[src/rtl/rxq_pkg.sv]
package rxq_pkg;
  typedef enum logic [1:0] {
    CAUSE_NONE  = 2'd0,
    CAUSE_FULL  = 2'd1,
    CAUSE_TIMER = 2'd2,
    CAUSE_FORCE = 2'd3
  } flush_cause_e;
endpackage

[src/rtl/rxq_strobe_sync.sv]
module rxq_strobe_sync #(
  parameter int STAGES = 2
) (
  input  logic clk,
  input  logic rst_n,
  input  logic pin_n,
  output logic fell
);
  // pin_n enters at bit 0; bits 1..STAGES-1 finish synchronising;
  // bit STAGES holds the previous synchronised value for edge detection.
  logic [STAGES:0] sh;

  always_ff @(posedge clk) begin
    if (!rst_n) sh <= '1;
    else        sh <= {sh[STAGES-1:0], pin_n};
  end

  assign fell = sh[STAGES] & ~sh[STAGES-1];

  a_r6_single_edge: assert property (@(posedge clk) disable iff (!rst_n)
    fell |=> !fell);
endmodule

[src/rtl/rxq_lat_timer.sv]
module rxq_lat_timer #(
  parameter int TICKS_PER_MS = 48000,
  parameter int LAT_W        = 8
) (
  input  logic             clk,
  input  logic             rst_n,
  input  logic             clear,
  input  logic [LAT_W-1:0] lat_ms,
  output logic             expired
);
  localparam int PRE_W = (TICKS_PER_MS > 1) ? $clog2(TICKS_PER_MS) : 1;

  logic [PRE_W-1:0] pre_q;
  logic [LAT_W-1:0] ms_q;
  logic [LAT_W-1:0] lat_eff;
  logic             ms_tick;

  assign lat_eff = (lat_ms == '0) ? LAT_W'(1) : lat_ms;
  assign ms_tick = (pre_q == PRE_W'(TICKS_PER_MS - 1));

  always_ff @(posedge clk) begin
    if (!rst_n || clear) begin
      pre_q   <= '0;
      ms_q    <= '0;
      expired <= 1'b0;
    end else if (!expired) begin
      if (ms_tick) begin
        pre_q <= '0;
        if (ms_q + LAT_W'(1) >= lat_eff) expired <= 1'b1;
        else                              ms_q    <= ms_q + LAT_W'(1);
      end else begin
        pre_q <= pre_q + PRE_W'(1);
      end
    end
  end

  a_r5_clear_resets: assert property (@(posedge clk) disable iff (!rst_n)
    clear |=> !expired);
  a_r4_sticky: assert property (@(posedge clk) disable iff (!rst_n)
    (expired && !clear) |=> expired);
endmodule

[src/rtl/rxq_resume_pulse.sv]
module rxq_resume_pulse #(
  parameter int WAKE_CYC = 6
) (
  input  logic clk,
  input  logic rst_n,
  input  logic trig,
  output logic pulse
);
  localparam int CNT_W = $clog2(WAKE_CYC + 1);

  logic [CNT_W-1:0] cnt_q;

  always_ff @(posedge clk) begin
    if (!rst_n)                    cnt_q <= '0;
    else if (trig && cnt_q == '0)  cnt_q <= CNT_W'(WAKE_CYC);
    else if (cnt_q != '0)          cnt_q <= cnt_q - CNT_W'(1);
  end

  assign pulse = (cnt_q != '0);

  a_r8_start_on_trig: assert property (@(posedge clk) disable iff (!rst_n)
    $rose(pulse) |-> $past(trig));
endmodule

[src/rtl/rxq_flush_wake.sv]
module rxq_flush_wake
  import rxq_pkg::*;
#(
  parameter int BUF_DEPTH    = 256,
  parameter int PKT_BYTES    = 64,
  parameter int TICKS_PER_MS = 48000,
  parameter int LAT_W        = 8,
  parameter int WAKE_CYC     = 6,
  parameter int SYNC_STAGES  = 2,
  localparam int LVL_W       = $clog2(BUF_DEPTH + 1),
  localparam int LEN_W       = $clog2(PKT_BYTES + 1)
) (
  input  logic             clk,
  input  logic             rst_n,
  input  logic [LVL_W-1:0] fill_level,
  input  logic [LAT_W-1:0] latency_ms,
  input  logic             in_req,
  input  logic             suspended,
  input  logic             wake_en,
  input  logic             strobe_n,
  output logic             send_now,
  output logic [LEN_W-1:0] pkt_len,
  output logic             resume_req
);
  logic         strobe_fell;
  logic         tmo;
  logic         force_q;
  logic         is_full;
  logic         is_empty;
  logic         fire;
  logic         wake_trig;
  flush_cause_e cause;

  rxq_strobe_sync #(.STAGES(SYNC_STAGES)) u_sync (
    .clk   (clk),
    .rst_n (rst_n),
    .pin_n (strobe_n),
    .fell  (strobe_fell)
  );

  assign is_full  = (fill_level >= LVL_W'(PKT_BYTES));
  assign is_empty = (fill_level == '0);

  // Cause priority: a full packet wins, then the timer, then the strobe.
  always_comb begin
    cause = CAUSE_NONE;
    if (in_req) begin
      if (is_full)      cause = CAUSE_FULL;
      else if (tmo)     cause = CAUSE_TIMER;
      else if (force_q) cause = CAUSE_FORCE;
    end
  end

  assign fire = (cause != CAUSE_NONE);

  rxq_lat_timer #(.TICKS_PER_MS(TICKS_PER_MS), .LAT_W(LAT_W)) u_timer (
    .clk     (clk),
    .rst_n   (rst_n),
    .clear   (fire || is_empty),
    .lat_ms  (latency_ms),
    .expired (tmo)
  );

  // A new edge arms a flush even in the cycle an older one is consumed.
  always_ff @(posedge clk) begin
    if (!rst_n)                       force_q <= 1'b0;
    else if (strobe_fell && !suspended) force_q <= 1'b1;
    else if (fire)                    force_q <= 1'b0;
  end

  always_ff @(posedge clk) begin
    if (!rst_n) begin
      send_now <= 1'b0;
      pkt_len  <= '0;
    end else begin
      send_now <= fire;
      if (fire)
        pkt_len <= (cause == CAUSE_FULL) ? LEN_W'(PKT_BYTES)
                                         : fill_level[LEN_W-1:0];
    end
  end

  assign wake_trig = strobe_fell && suspended && wake_en;

  rxq_resume_pulse #(.WAKE_CYC(WAKE_CYC)) u_wake (
    .clk   (clk),
    .rst_n (rst_n),
    .trig  (wake_trig),
    .pulse (resume_req)
  );

  a_r10_send_after_req: assert property (@(posedge clk) disable iff (!rst_n)
    send_now |-> $past(in_req));
  a_r2_full_len: assert property (@(posedge clk) disable iff (!rst_n)
    (send_now && $past(is_full)) |-> (pkt_len == LEN_W'(PKT_BYTES)));
  a_r10_len_bound: assert property (@(posedge clk) disable iff (!rst_n)
    send_now |-> (pkt_len <= LEN_W'(PKT_BYTES)
                  && LVL_W'(pkt_len) <= $past(fill_level)));
  a_r9_wake_gated: assert property (@(posedge clk) disable iff (!rst_n)
    $rose(resume_req) |-> $past(suspended && wake_en));
endmodule

[config.mk]
export PLATFORM = sky130hd
export DESIGN_NAME = rxq_flush_wake
export DESIGN_NICKNAME = d
export VERILOG_FILES = /design/src/rtl/rxq_pkg.sv /design/src/rtl/rxq_strobe_sync.sv /design/src/rtl/rxq_lat_timer.sv /design/src/rtl/rxq_resume_pulse.sv /design/src/rtl/rxq_flush_wake.sv
export SDC_FILE = /design/constraint.sdc
export NUM_CORES = 1
export LEC_CHECK = 0
export BUFFER_PORTS_ARGS = -buffer_cell sky130_fd_sc_hd__clkbuf_2
export CORE_MARGIN = 3
export CORE_UTILIZATION = 45
export CTS_BUF_LIST = sky130_fd_sc_hd__clkbuf_8 sky130_fd_sc_hd__clkbuf_16
export DETAILED_ROUTE_END_ITERATION = 8
export GPL_TIMING_DRIVEN = 0
export PLACE_DENSITY = 0.67
export SLEW_MARGIN = 30
export SYNTH_ARGS = -nofsm -noshare
export SYNTH_HDL_FRONTEND = slang
export SYNTH_SLANG_ARGS = --single-unit
[constraint.sdc]
create_clock -name clk -period 9.1 [get_ports clk]
set_input_delay 2.73 -clock clk [delete_from_list [all_inputs] [get_ports clk]]
set_output_delay 2.73 -clock clk [all_outputs]
set_load 0.02 [all_outputs]
# Word-level counts from Yosys, hierarchy flattened
# Index checks and enable logic that the tools add are counted.
# totals
latchBits	0
output_inout_bits	9
inputBits	23
ramBits	0
mem_bits_ro	0
register_bits	40
mem_count	0
word_cells	52
# op_classes
n_div	0
shift	0
eq_ne	2
magnitude_cmp	2
muxes	14
n_mul	0
reduce_logical	17
bitwise_logic	5
add_sub_neg	3
# op_table
cell	count
16-bit by 1-bit adder with 16-bit output, second input constant	1
16-bit equality test, second input constant	1
16-bit two-way mux	1
9-bit by 7-bit >= comparator with 1-bit output, second input constant	1
9-bit zero test	1
8-bit by 1-bit adder with 8-bit output, second input constant	1
8-bit >= comparator	1
8-bit zero test	1
2-bit two-way mux	4
8-bit two-way mux	1
7-bit two-way mux	1
3-bit two-way mux	2
2-bit nonzero test	3
1-bit two-way mux	5
1-bit logical AND	4
1-bit NOT	4
3-bit zero test	1
3-bit AND reduction	1
3-bit nonzero test	1
3-bit by 1-bit subtractor with 3-bit output, second input constant	1
2-bit by 1-bit equality test with 1-bit output, second input constant	1
1-bit zero test	2
1-bit logical OR	2
2-bit OR reduction	1
1-bit bitwise AND	1

# Depth between registers and ports, before layout
# Gate-level depths: netlist of run 1.
# logic_depth
ltp_word	7
mapped_depth	11
ltp_nobuf	10

# Hierarchy
# A second synthesis of run 1 with hierarchy kept.
# hier_totals
hier_cells	245
hier_area_um2	2213.4
# by_module_without_submodules
mod	area_per_inst_um2	n_inst	cells_each	seq_area_each_um2
rxq_lat_timer	1490.2	1	171	500.5
rxq_flush_wake	474.2	1	51	180.2
rxq_resume_pulse	163.9	1	16	60.1
rxq_strobe_sync	85.1	1	7	60.1

# Worst setup path after synthesis of run 1
# OpenSTA, ideal clock, no wires.
# synth_path
path_type	in2reg
from	in latency_ms[5]
to	reg u_timer.ms_q[1]
path_stages	9
required_ns	9.030
arrival_time_ns	4.684
setup_slack_ns	4.346
cell_sequence	nor4_1 > a41o_1 > ha_1 > nand2b_1 > a2111oi_0 > o31ai_1 > clkbuf_1 > or3_1 > a21oi_1
# synth_between
elab_chain_cells	5
# synth_lines
item	line_no	text
from (decl)	rxq_flush_wake.sv:16	input logic [LAT_W-1:0] latency_ms,
8-bit zero test	rxq_lat_timer.sv:18	assign lat_eff = (lat_ms == '0) ? LAT_W'(1) : lat_ms;
8-bit two-way mux (*)	rxq_lat_timer.sv:18	
8-bit >= comparator (*)	rxq_lat_timer.sv:29	if (ms_q + LAT_W'(1) >= lat_eff) expired <= 1'b1;
1-bit NOT (no source line) (*)	-	
3-bit AND reduction (no source line) (*)	-	
to (signal assigned)	rxq_lat_timer.sv:30	else ms_q <= ms_q + LAT_W'(1);
to (decl)	rxq_lat_timer.sv:14	logic [LAT_W-1:0] ms_q;
# Every way passes the cells marked *; elsewhere a longest branch is shown, timed or not.
# A chain may end at the register's enable or synchronous reset.

# Worst setup path after layout of run 1
# Ends and elaborated chain as after synthesis.

==> results.txt, run 1 <==
Worst-path clk slew = 0.07 ns
GRT busiest layer = met2
yosys warns = 0
vias in the first global route = 1559
Remaining Overflow, GRT = 0
fraction of registers with async set/reset = 0%
CTS root buf = clkbuf_8
Finished Layout Cells = 308
Distinct cells, synth = 40
post-synthesis cell count = 221
Fin. Hold Viols = 0
HPWL after DPL = 2.71 mm
# setup viols final = 0
outcome = finished clean
hold slack = 0.412 ns
number of fill cells = 402
Primary FF master, synth = dfxtp_1
worst setup margin = 4.12 ns
first-pass GRT wire length = 6.67 mm
placed inst area = 2200 sq um
initial DRC count = 82
Largest stage delay, worst path = 0.44 ns
clock skew = 0.00770 ns
Pwr Total = 0.358 mW
Startpoint Class = primary input
CP Max Fanout = 10
CP Buf/Inv Count = 2
RSZ-0062 raised after global routing = false
largest net degree at the start of global routing = 13
worst path arrival time = 5.20 ns
final core utilization = 55.4%
clk_lat worst skew = 0.29 ns
Syn Nets = 256
DP Worst Slack = 3.85 ns
initial antenna violation count = 0
Seq. cell area = 801 sq um
post_cts resized = 0
number of port buffers = 30
CTS sink cnt = 40
fin crit period = 4.98 ns
met3 Resource Use GR = 4.57%
Final Cycle Share = 54.7%
Final GP Congestion = 0.767
number of synthesized flops with an enable pin = 0
total track usage = 15.8%
Post-CTS Setup Bufs = 0
area share of the largest cell type after synthesis = 40.3%
antenna cell count = 0
Vias = 1650
met1 Track Usage GR = 21.6%
core footprint = 4120 sq um
slowest cell on the critical path = a2111oi_0
detailed-route wire length = 3.60 mm
Max Clk Rate = 201 MHz
H-tree levels = 2
cell with the most instances after synthesis = dfxtp_1
final setup TNS = 0 ns
Max-cap violations = 0
Starting Density = 48.3%
antenna viol nets, final = 0
CP Class = primary input to flop
CTS max path bufs = 2
PwrDens = 157 nW/um^2
Layout area overhead = 14.8%
Hold Buf Count CTS = 0
leakage = 0.952 nW
full die area = 5250 sq um
placed insts = 301
I/O pin cnt = 32
TritonRoute pass-1 iters = 4
Crit. End Element = flop
Site Rows = 23
CP top delay family = compound AO/OA/AOI/OAI gates
TritonCTS clock tree = yes
ranking of synthesized cells by area = dfxtp_1, ha_1, xnor2_1
CP Cell Sequence = clkbuf_2, nor4_1, a41o_1, ha_1, nand2b_1, a2111oi_0, o31ai_1, clkbuf_1, or3_1, a21oi_1
share of cells above drive strength 1 = 19.0%
Post-synth top cells = dfxtp_1, nor2_1, nand2_1
Routed WL per cell = 11.7 um
Max rail drop VDD = 0.122 mV
FF+latch count, synth = 40
Final Max Slew Viols = 0
Multi-input gate area = 1110 sq um
total CTS buffers = 5
worst min-delay path class = flop to flop
post-route cell area = 2280 sq um
register area share after synthesis = 40.3%
Syn Std Cell Area = 1990 sq um
Die Y = 72.5 um
met2 layer usage reported by global route = 24.3%
Total Nets Final = 293
Worst Tran Pin Value = 0.769 ns
DIE WIDTH = 72.5 um
DRC = 0
cell taking the most area after synthesis = dfxtp_1
Critical Path RT = 9.32 ns
Slew headroom = 48.3%
Via-to-Cell Ratio = 5.36
Avg Cell Area, Syn = 8.99 sq um
## logic make-up after synthesis
group                    count (synthesis)  share of synthesized area (%)
adder cells (fa/ha/maj)                 12                           7.56
XOR/XNOR                                20                           8.82
buffers and inverters                   19                           4.03
AND/OR/NAND/NOR                         89                           24.9
AO/OA/AOI/OAI                           41                           14.4
flip-flops                              40                           40.3
## worst register-to-register path, delay by kind of cell, from the launching register on
kind	cells	cell delay, ns
and+or+nand+nor	5	1.17
AOI/OAI and AO/OA	2	0.75
buffers and inverters	1	0.43
DFF	1	0.40
adders and majority gates	1	0.31
xor gates and xnor gates	1	0.15
## placed cells by master (no fill, tap or decap), drive strengths merged, types with 4 or more instances in the layout
cell / count
xor2: 10
nand2: 17
clkbuf: 39
a22o: 6
a21oi: 14
nor3: 4
xnor2: 10
nand3: 7
nand4: 6
nor2b: 4
inv: 13
nor2: 21
ha: 12
or3: 4
dfxtp: 40
or4: 6
nand2b: 5
o31ai: 7
## power breakdown
group,internal [mW],leakage (nW),switching [mW]
Clock,0.0519,0.0400,0.0590
Combinational,0.0254,0.588,0.0324
Sequential,0.184,0.325,0.00532
## metal layers
metal | vias up | routed length [um]
met4 | 0 | 49
met2 | 40 | 1580
met5 | - | 0
met1 | 743 | 1770
met3 | 5 | 198
li1 | 862 | -
## worst paths after layout
kind,startpoint,endpoint,slack (ns),cells after the start
min reg2reg,u_sync.sh[0],u_sync.sh[1],0.41,1
min,u_sync.sh[0],u_sync.sh[1],0.41,1
max reg2reg,u_timer.ms_q[2],u_timer.ms_q[1],5.78,10
max,latency_ms[5],u_timer.ms_q[1],4.12,10
## flip-flops by register name, summed over array words and instances, names as in the netlist
name and flops:
u_sync.sh 3, pkt_len 7, send_now 1, u_timer.pre_q 16, force_q 1, u_timer.ms_q 8, u_timer.expired 1, u_wake.cnt_q 3
## final cells by class
| class | instances | share of cell area (%) |
|---|---|---|
| clock buffers | 5 | 3.02 |
| inverters | 13 | 2.14 |
| clock inverters | 2 | 0.549 |
| flip-flops and latches | 40 | 35.1 |
| plain buffers | 6 | 1.37 |
| repair buffers | 30 | 6.58 |
| multi-input cells | 162 | 48.5 |
| well taps | 50 | 2.74 |
Note: power is estimated with default switching activity, not from simulation.
==> run 2, diff against run 1 <==
--- a/config.mk
+++ b/config.mk
@@ -11,7 +11,7 @@
 export CTS_BUF_LIST = sky130_fd_sc_hd__clkbuf_8 sky130_fd_sc_hd__clkbuf_16
 export DETAILED_ROUTE_END_ITERATION = 8
 export GPL_TIMING_DRIVEN = 0
-export PLACE_DENSITY = 0.67
+export PLACE_DENSITY = 0.69
 export SLEW_MARGIN = 30
 export SYNTH_ARGS = -nofsm -noshare
 export SYNTH_HDL_FRONTEND = slang
==> constraint.sdc (replaced) <==
create_clock -name clk -period 4.4 [get_ports clk]
set_input_delay 1.32 -clock clk [delete_from_list [all_inputs] [get_ports clk]]
set_output_delay 1.32 -clock clk [all_outputs]
set_load 0.02 [all_outputs]
==> results.txt, run 2 (synthesized netlist as in run 1, its figures left out) <==
HPWL after DPL = 2.61 mm (was 2.71 mm)
worst min-delay path class = flop to flop (unchanged)
biggest registers after layout = u_timer.pre_q (16), u_timer.ms_q (8), pkt_len (7) (unchanged)
Max rail drop VDD = 0.303 mV (was 0.122 mV)
detailed-route wire length = 3.52 mm (was 3.60 mm)
largest net degree at the start of global routing = 14 (was 13)
Via-to-Cell Ratio = 5.23 (was 5.36)
leakage = 0.974 nW (was 0.952 nW)
Vias = 1617 (was 1650)
first-pass GRT wire length = 6.40 mm (was 6.67 mm)
Starting Density = 48.3% (unchanged)
H-tree levels = 2 (unchanged)
placed insts = 301 (unchanged)
antenna cell count = 0 (unchanged)
TritonCTS clock tree = yes (unchanged)
Finished Layout Cells = 309 (was 308)
initial DRC count = 58 (was 82)
Critical Path RT = 4.61 ns (was 9.32 ns)
Site Rows = 23 (unchanged)
outcome = finished clean (unchanged)
number of port buffers = 30 (unchanged)
core footprint = 4120 sq um (unchanged)
post_cts resized = 0 (unchanged)
DRC = 0 (unchanged)
TritonRoute pass-1 iters = 4 (unchanged)
initial antenna violation count = 0 (unchanged)
I/O pin cnt = 32 (unchanged)
CTS root buf = clkbuf_8 (unchanged)
largest reg by FF count = u_timer.pre_q (unchanged)
CP Class = primary input to flop (unchanged)
clock skew = 0.00859 ns (was 0.00770 ns)
full die area = 5250 sq um (unchanged)
CP Max Fanout = 10 (unchanged)
Worst-path clk slew = 0.08 ns (was 0.07 ns)
Hold Buf Count CTS = 0 (unchanged)
Post-CTS Setup Bufs = 0 (unchanged)
Max-cap violations = 0 (unchanged)
Routed WL per cell = 11.4 um (was 11.7 um)
Die Y = 72.5 um (unchanged)
CTS max path bufs = 2 (unchanged)
Pwr Total = 0.814 mW (was 0.358 mW)
commonest non-fill, non-tap cell in the layout = dfxtp_1 (unchanged)
DIE WIDTH = 72.5 um (unchanged)
Slew headroom = 48.8% (was 48.3%)
CTS sink cnt = 40 (unchanged)
Multi-input gate area = 1110 sq um (unchanged)
total track usage = 15.0% (was 15.8%)
Max Clk Rate = 281 MHz
total CTS buffers = 5 (unchanged)
Fin. Hold Viols = 0 (unchanged)
Crit. End Element = flop (unchanged)
Startpoint Class = primary input (unchanged)
PwrDens = 351 nW/um^2 (was 157 nW/um^2)
clk_lat worst skew = 0.28 ns (was 0.29 ns)
share of cells above drive strength 1 = 19.3% (was 19.0%)
number of fill cells = 408 (was 402)
Largest register FFs = 16 (unchanged)
antenna viol nets, final = 0 (unchanged)
Total Nets Final = 293 (unchanged)
Worst Tran Pin Value = 0.762 ns (was 0.769 ns)
Final Cycle Share = 80.9%
leading cell types in the layout, fill and taps excluded = dfxtp_1, clkbuf_2, nor2_1 (unchanged)
worst path arrival time = 3.77 ns (was 5.20 ns)
RSZ-0062 raised after global routing = false (unchanged)
Final GP Congestion = 0.748 (was 0.767)
fin crit period = 3.56 ns
Final Max Slew Viols = 0 (unchanged)
final setup TNS = 0 ns (unchanged)
# setup viols final = 0 (unchanged)
Layout area overhead = 16.8% (was 14.8%)
Remaining Overflow, GRT = 0 (unchanged)
Seq. cell area = 801 sq um (unchanged)
vias in the first global route = 1501 (was 1559)
## run 2: cell types whose count changed in the layout (fill, tap and decap cells not counted)
| cell | delta |
|---|---|
| clkbuf_8 | +1 |
| clkinv_2 | -1 |
| bufinv_16 | +1 |
| clkinv_4 | +1 |
| clkinvlp_4 | -1 |
## run 2: layout make-up
class	count	share of cell area [%]
Timing Repair Buffer	30	6.47
Multi-Input combinational cell	162	47.7
Tap cell	50	2.70
Sequential cell	40	34.5
Inverter	13	2.10
Clock inverter	2	1.67
Clock buffer	6	3.56
Buffer	6	1.35
## run 2: through the flow
stage | hold slack, ns | setup WS [ns] | cell area (sq um) | util [%]
after floorplan | 0.386 | 1.06 | 1990 | -
after global placement | 0.396 | 0.531 | 2200 | 53.5
after detailed placement | 0.401 | 0.567 | 2200 | 53.5
after CTS | 0.425 | 0.829 | 2320 | 56.4
after global routing | 0.441 | 0.536 | 2320 | 56.4
final | 0.418 | 0.840 | 2320 | 56.4
## run 2: final timing paths
check	start	depth (start not counted)	end	slack, ns
max	latency_ms[5]	10	u_timer.ms_q[1]	0.84
min	u_sync.sh[0]	1	u_sync.sh[1]	0.42
max reg2reg	u_timer.ms_q[2]	10	u_timer.ms_q[1]	1.14
min reg2reg	u_sync.sh[0]	1	u_sync.sh[1]	0.42
## run 2: routing by layer
layer  track usage, %  wire (um)  vias up
li1                 -          -      861
met1             20.8       1790      713
met2             23.5       1530       39
met3             2.91        169        4
met4             4.71         27        0
met5                0          0        -
## run 2: critical path, cell delays in order
cell,delay (ns)
clkbuf_2,0.09
nor4_1,0.29
a41o_1,0.21
ha_1,0.21
nand2b_1,0.14
a2111oi_0,0.46
o31ai_1,0.26
clkbuf_1,0.28
or3_1,0.36
a21oi_1,0.14
## run 2: report_power, final
part           switching, mW  internal, mW  leakage [nW]
registers            0.00995         0.380         0.325
logic                 0.0653        0.0521         0.588
clock network          0.121         0.185        0.0614
total                  0.197         0.617         0.974
